<file path="config.mk">
export PLATFORM = sky130hd
export DESIGN_NAME = disp_regs
export DESIGN_NICKNAME = d
export VERILOG_FILES = /design/src/rtl/disp_regs.sv
export SDC_FILE = /design/constraint.sdc
export NUM_CORES = 1
export LEC_CHECK = 0
export ABC_AREA = 1
export BUFFER_PORTS_ARGS = -buffer_cell sky130_fd_sc_hd__buf_2
export CAP_MARGIN = 15
export CORE_ASPECT_RATIO = 1.4
export CORE_MARGIN = 4
export CORE_UTILIZATION = 48
export CTS_CLUSTER_SIZE = 24
export DETAILED_ROUTE_END_ITERATION = 8
export PLACE_DENSITY = 0.73
export SLEW_MARGIN = 20
export SYNTH_ARGS = -nofsm -noshare
export SYNTH_HDL_FRONTEND = slang
export SYNTH_SLANG_ARGS = --single-unit
</file>
<file path="constraint.sdc">
create_clock -name clk -period 3.1 [get_ports clk]
set_input_delay 0.31 -clock clk [delete_from_list [all_inputs] [get_ports clk]]
set_output_delay 0.31 -clock clk [all_outputs]
set_load 0.01 [all_outputs]
</file>
<file path="src/rtl/disp_regs.sv">
module disp_regs #(
  parameter int          ADDR_W        = 8,
  parameter int          NUM_REGS      = 10,
  parameter int          MEM_IDX       = 10,
  parameter int          VRAM_BYTES    = 16 * 1024 * 1024,
  parameter logic [15:0] ID_VALUE      = 16'hB0C5,
  parameter int          EXT_BYTES     = 8,
  parameter int          EXT_SIZE_OFF  = 0,
  parameter int          EXT_ORDER_OFF = 4,
  parameter logic [31:0] BIG_CODE      = 32'hBEBE_BEBE,
  parameter logic [31:0] LITTLE_CODE   = 32'h1E1E_1E1E
) (
  input  logic              clk,
  input  logic              rst_n,
  input  logic              req_rd,
  input  logic              req_wr,
  input  logic              req_ext,
  input  logic              req_word,
  input  logic [ADDR_W-1:0] req_addr,
  input  logic [31:0]       req_wdata,
  output logic [31:0]       rsp_data,
  output logic              rsp_valid,
  output logic [15:0]       disp_width,
  output logic [15:0]       disp_height,
  output logic [15:0]       disp_bpp,
  output logic [15:0]       disp_enable,
  output logic [15:0]       disp_virt_width,
  output logic [15:0]       disp_x_off,
  output logic [15:0]       disp_y_off,
  output logic              fb_big_endian
);
  localparam int          IDX_W     = ADDR_W - 1;
  localparam logic [15:0] MEM_UNITS = 16'(VRAM_BYTES / 65536);
  localparam int IX_ID = 0, IX_XRES = 1, IX_YRES = 2, IX_BPP = 3, IX_EN = 4;
  localparam int IX_VW = 6, IX_XOFF = 8, IX_YOFF = 9;

  logic [15:0]      regs [NUM_REGS];
  logic [IDX_W-1:0] idx;
  logic             mode_wr, ext_word_wr;
  logic [15:0]      mode_rd_val;
  logic [31:0]      ext_rd_val;

  assign idx         = req_addr[ADDR_W-1:1];
  assign mode_wr     = req_wr && !req_ext;
  assign ext_word_wr = req_wr && req_ext && req_word;

  for (genvar i = 0; i < NUM_REGS; i++) begin : g_reg
    always_ff @(posedge clk) begin
      if (!rst_n)
        regs[i] <= '0;
      else if (mode_wr && idx == IDX_W'(i))
        regs[i] <= req_wdata[15:0];
    end
  end

  always_ff @(posedge clk) begin
    if (!rst_n)
      fb_big_endian <= 1'b0;
    else if (ext_word_wr && req_addr == ADDR_W'(EXT_ORDER_OFF)) begin
      if (req_wdata == BIG_CODE)    fb_big_endian <= 1'b1;
      if (req_wdata == LITTLE_CODE) fb_big_endian <= 1'b0;
    end
  end

  always_comb begin
    mode_rd_val = 16'hFFFF;
    for (int i = 0; i < NUM_REGS; i++)
      if (idx == IDX_W'(i)) mode_rd_val = regs[i];
    if (idx == IDX_W'(IX_ID))   mode_rd_val = ID_VALUE;
    if (idx == IDX_W'(MEM_IDX)) mode_rd_val = MEM_UNITS;
  end

  always_comb begin
    ext_rd_val = '0;
    if (req_word) begin
      if (req_addr == ADDR_W'(EXT_SIZE_OFF))  ext_rd_val = 32'(EXT_BYTES);
      if (req_addr == ADDR_W'(EXT_ORDER_OFF)) ext_rd_val = fb_big_endian ? BIG_CODE : LITTLE_CODE;
    end
  end

  always_ff @(posedge clk) begin
    if (!rst_n) begin
      rsp_valid <= 1'b0;
      rsp_data  <= '0;
    end else begin
      rsp_valid <= req_rd;
      if (req_rd) rsp_data <= req_ext ? ext_rd_val : {16'h0000, mode_rd_val};
    end
  end

  assign disp_width      = regs[IX_XRES];
  assign disp_height     = regs[IX_YRES];
  assign disp_bpp        = regs[IX_BPP];
  assign disp_enable     = regs[IX_EN];
  assign disp_virt_width = regs[IX_VW];
  assign disp_x_off      = regs[IX_XOFF];
  assign disp_y_off      = regs[IX_YOFF];
endmodule

</file>
Word-level counts from Yosys, hierarchy flattened
Memory sizes are Yosys's and may differ from the RTL's.
Cells that the tools add are included.

word-level totals
  bits in registers = 34
  memory bits (writable) = 160
  output and inout bits = 146
  memories kept = 1

memories
  memory  depth  width  read ports  clocked after Yosys merged registers in  wr ports  RTL line  RTL
  regs    10     16     9           0                                        10        37        logic [15:0] regs [NUM_REGS];

cells by class
  equal/unequal tests = 13
  multiplexer cells = 59
  bitwise operators = 10
  reduce and logical (&&, ||, !) cells = 19

operators with widths
  kind                    count
  $mux W16                21
  $mux W32                4
  $mux W1                 33
  $eq A32 B29 Y1 const B  1
  $eq A32 B32 Y1 const B  1
  $eq A7 B3 Y1 const B    4
  $eq A7 B4 Y1 const B    3
  $eq A7 B2 Y1 const B    2
  $logic_and A1 B1 Y1     14
  $or A1 B1 Y1            10
  $eq A8 B3 Y1 const B    1
  $logic_not A8 Y1        1
  $eq A7 B1 Y1 const B    1
  $logic_not A7 Y1        1
  $mux W4                 1
  $reduce_and A2 Y1       1
  $reduce_bool A2 Y1      1
  $logic_not A1 Y1        1

Depth between registers and ports, before layout
  depth in word-level cells = 13
  depth in mapped cells = 14
  depth with buffers taken out = 14

Worst setup path before layout
Ideal clock, no wire load.

  kind = input port to flip-flop
  start point = input req_addr[7]
  end point = memory regs[9][0], in the netlist regs[4][16], enable pin
  setup time = 0.411 ns
  arrival = 2.318 ns
  required time = 2.689 ns
  setup slack = 0.371 ns
  cell stages on the path = 8
  cell sequence = nor2_4 -> nand2_4 -> nor3_4 -> inv_2 -> nor2_4 -> inv_2 -> clkbuf_1 -> o21ai_0

RTL lines
  element      RTL line  RTL
  from (decl)  19        input logic [ADDR_W-1:0] req_addr,
  to (decl)    37

==> flow_summary.ini <==
[worst_setup_path]
slowest_stage = nand3_1
worstPathArrival_ns = 2.12
crit_top_cell = nor2_4
max_stage_delay_ns = 0.56
cp_num_buf_inv = 2
start_kind = input port
path_cells = buf_2 -> nor2_4 -> nand2_4 -> nor3_4 -> inv_2 -> nor2_4 -> nand3_1 -> nor2_1
cp_top_family = simple AND/OR/NAND/NOR gates
criticalPathCategory = in -> reg
critPathMaxFanout = 16
cp.required_ns = 3.34
endpoint_kind = flip-flop

[floorplanning]
dieWidth_um = 115.3
design.core.area_um2 = 15740
fp.dieH_um = 158.3
rows = 54
io_pins = 192
initial_core_util_pct = 49.18
fp.dieArea_um2 = 18260

[sta]
clock_skew_ns = 0.009573
rsz0062_at_grt = false
slew_headroom_pct = 51.92
fin_setup_tns_ns = 0
drv_slew = 0
fin_crit_ns = 1.882
finalSetupViolCount = 0
timing.final.ws_setup_ns = 1.218
fin_crit_sh_pct = 60.71
hold_viol = 0
clock.fmax_mhz = 531.3
tightestPinTransition_ns = 0.7194
holdWs_ns = 0.2152

[cts]
root_buffer = clkbuf_16
h-tree-depth = 4
cts_buffers = 17
postCtsSetupBuffers = 0
ctsResizeCount = 0
cts.hold.buffers_added = 0
cts_sinks = 164
clockBufferDepth = 2
clk_latency_ns = 0.42
clk_pin_slew_worst_paths_ns = 0.06
cts_tree = yes

[routing]
wirelength_mm = 22.35
drt_iter0_markers = 444
drt_pass1_iterations = 7
ant_nets = 0
post-route-drc-count = 0
vias = 6156
vias_per_cell = 5.280
drt-wirelength-per-cell_um = 19.17

[logic_synthesis]
synth_area_um2 = 7742
synth_adder_area_share_pct = 0
synth_cell_types = 36
netlist.area_leader.share_pct = 55.85
synth_area_leaders = edfxtp_1, nor2_1, dfxtp_1
netlist_instances = 801
synth_mux_area_share_pct = 0
synth_compound_area_share_pct = 4.315
synth_area_leader_cell = edfxtp_1
yosysSeqAreaShare_pct = 61.02
yosys_warnings = 0
syn_area_per_cell_um2 = 9.666
synth-simple-area-share_pct = 25.08
synth_top_family_by_area = simple AND/OR/NAND/NOR gates
synth_seq_cells = 164
synth_xor_area_share_pct = 0

[hold_path]
min_path_type = in -> reg

[global_route]
grtUsageTotal_pct = 24.41
grt_first_pass_wirelength_mm = 33.00
grt_pass1_vias = 5982
grt-ovfl-total = 0
antenna_found_initial = 0
grt_max_degree = 32

[placement]
dp_cells = 1134
dp_hpwl_mm = 17.06
place_congestion = 0.8959
dp_slack_ns = 0.7998
portBuffers = 187

[layout]
finish.utilization_pct = 58.35
area_growth_pct = 18.63
fin_cells = 1166
drive_gt1_share_pct = 28.56
nNetsFinal = 1003
fill_cells = 1383
register_area_um2 = 4725
multi_input_comb_area_um2 = 2291
diodes = 0

[power_and_ir_drop]
power.density_nw_per_um2 = 554.4
peakVddDrop_v = 0.0004526
p_leak_nw = 3.950

[status]
status = completed

[flow_run]
max_cap_viol_count = 0
cell usage after synthesis, drive strengths merged:
master   count
inv         55
o211ai       3
o21ai       32
nand4       18
a21oi       18
nor2       239
clkinv      17
nand3b       1
nor4b        1
nand2       96
buf         56
o22ai        7
nor3        24
or2         26
clkbuf      14
nand3       23
nor4         4
dfxtp       20
o221ai       1
conb         1
edfxtp     144
o2111ai      1
final timing paths:
kind	slack, ns	end	depth (start not counted)	from
setup reg to reg	1.62	rsp_data[13]	11	regs[0][29]
hold / removal	0.22	fb_big_endian	4	req_wr
hold reg to reg	0.47	rsp_data[8]	2	rsp_data[8]
setup / recovery	1.22	regs[4][23]	8	req_addr[7]
flip-flops by register name, indices dropped and copies added (netlist names):
name,flops
fb_big_endian,1
regs,144
rsp_data,18
rsp_valid,1
per-stage QoR:
stage	area [µm²]	total power [mW]
after floorplan	7754	2.835
after global placement	8594	3.024
after detailed placement	8594	3.030
after CTS	9185	5.104
after global routing	9185	5.243
final	9185	5.092
worst register-to-register path: stages (launching register included):
cell and delay (ns):
edfxtp_1 0.43, nand3b_1 0.19, nand2_1 0.06, nand2_1 0.05, nand2_1 0.06, nand2_1 0.10, nand4_1 0.11, nand2_1 0.08
nand2_1 0.10, nand2_1 0.06, nand2_1 0.05, a21oi_1 0.06
routing by layer:
metal / track usage, % / share of wire [%]
met1: 27.73 / 36
met5: 0 / 0
met3: 5.323 / 8.2
met4: 9.340 / 3.0
met2: 44.48 / 53
kinds of logic after synthesis:
family          after synthesis
flops                       164
other cells                   1
compound gates               62
buf+inv                     142
simple gates                432
power by group:
part           leakage, nW  total [mW]  switching (mW)  internal, mW
sequential            1.53        2.58          0.0670          2.51
combinational         2.13       0.404           0.272         0.131
clock                0.284        2.11           0.848          1.26
total                 3.95        5.09            1.19          3.91
final cells by class:
cell class	instances	share of cell area, %
multi-input combinational	498	24.94
timing repair buffer	204	11.58
inverter	72	2.942
clock buffer	18	4.672
tap	196	2.670
clock inverter	14	1.757
sequential	164	51.44
layout by cell type (no fill, tap or decap), types with 13 or more instances in the layout:
master | synthesis | layout
a21oi_1 | 18 | 18
buf_2 | 5 | 187
buf_4 | 47 | 17
clkbuf_16 | 0 | 17
clkinv_1 | 17 | 21
dfxtp_1 | 20 | 20
edfxtp_1 | 144 | 144
inv_1 | 44 | 44
nand2_1 | 88 | 88
nand3_1 | 23 | 23
nand4_1 | 17 | 17
nor2_1 | 231 | 231
nor3_1 | 14 | 14
o21ai_0 | 27 | 19
o21ai_1 | 5 | 13
Note: power is estimated with default switching activity, not from simulation.
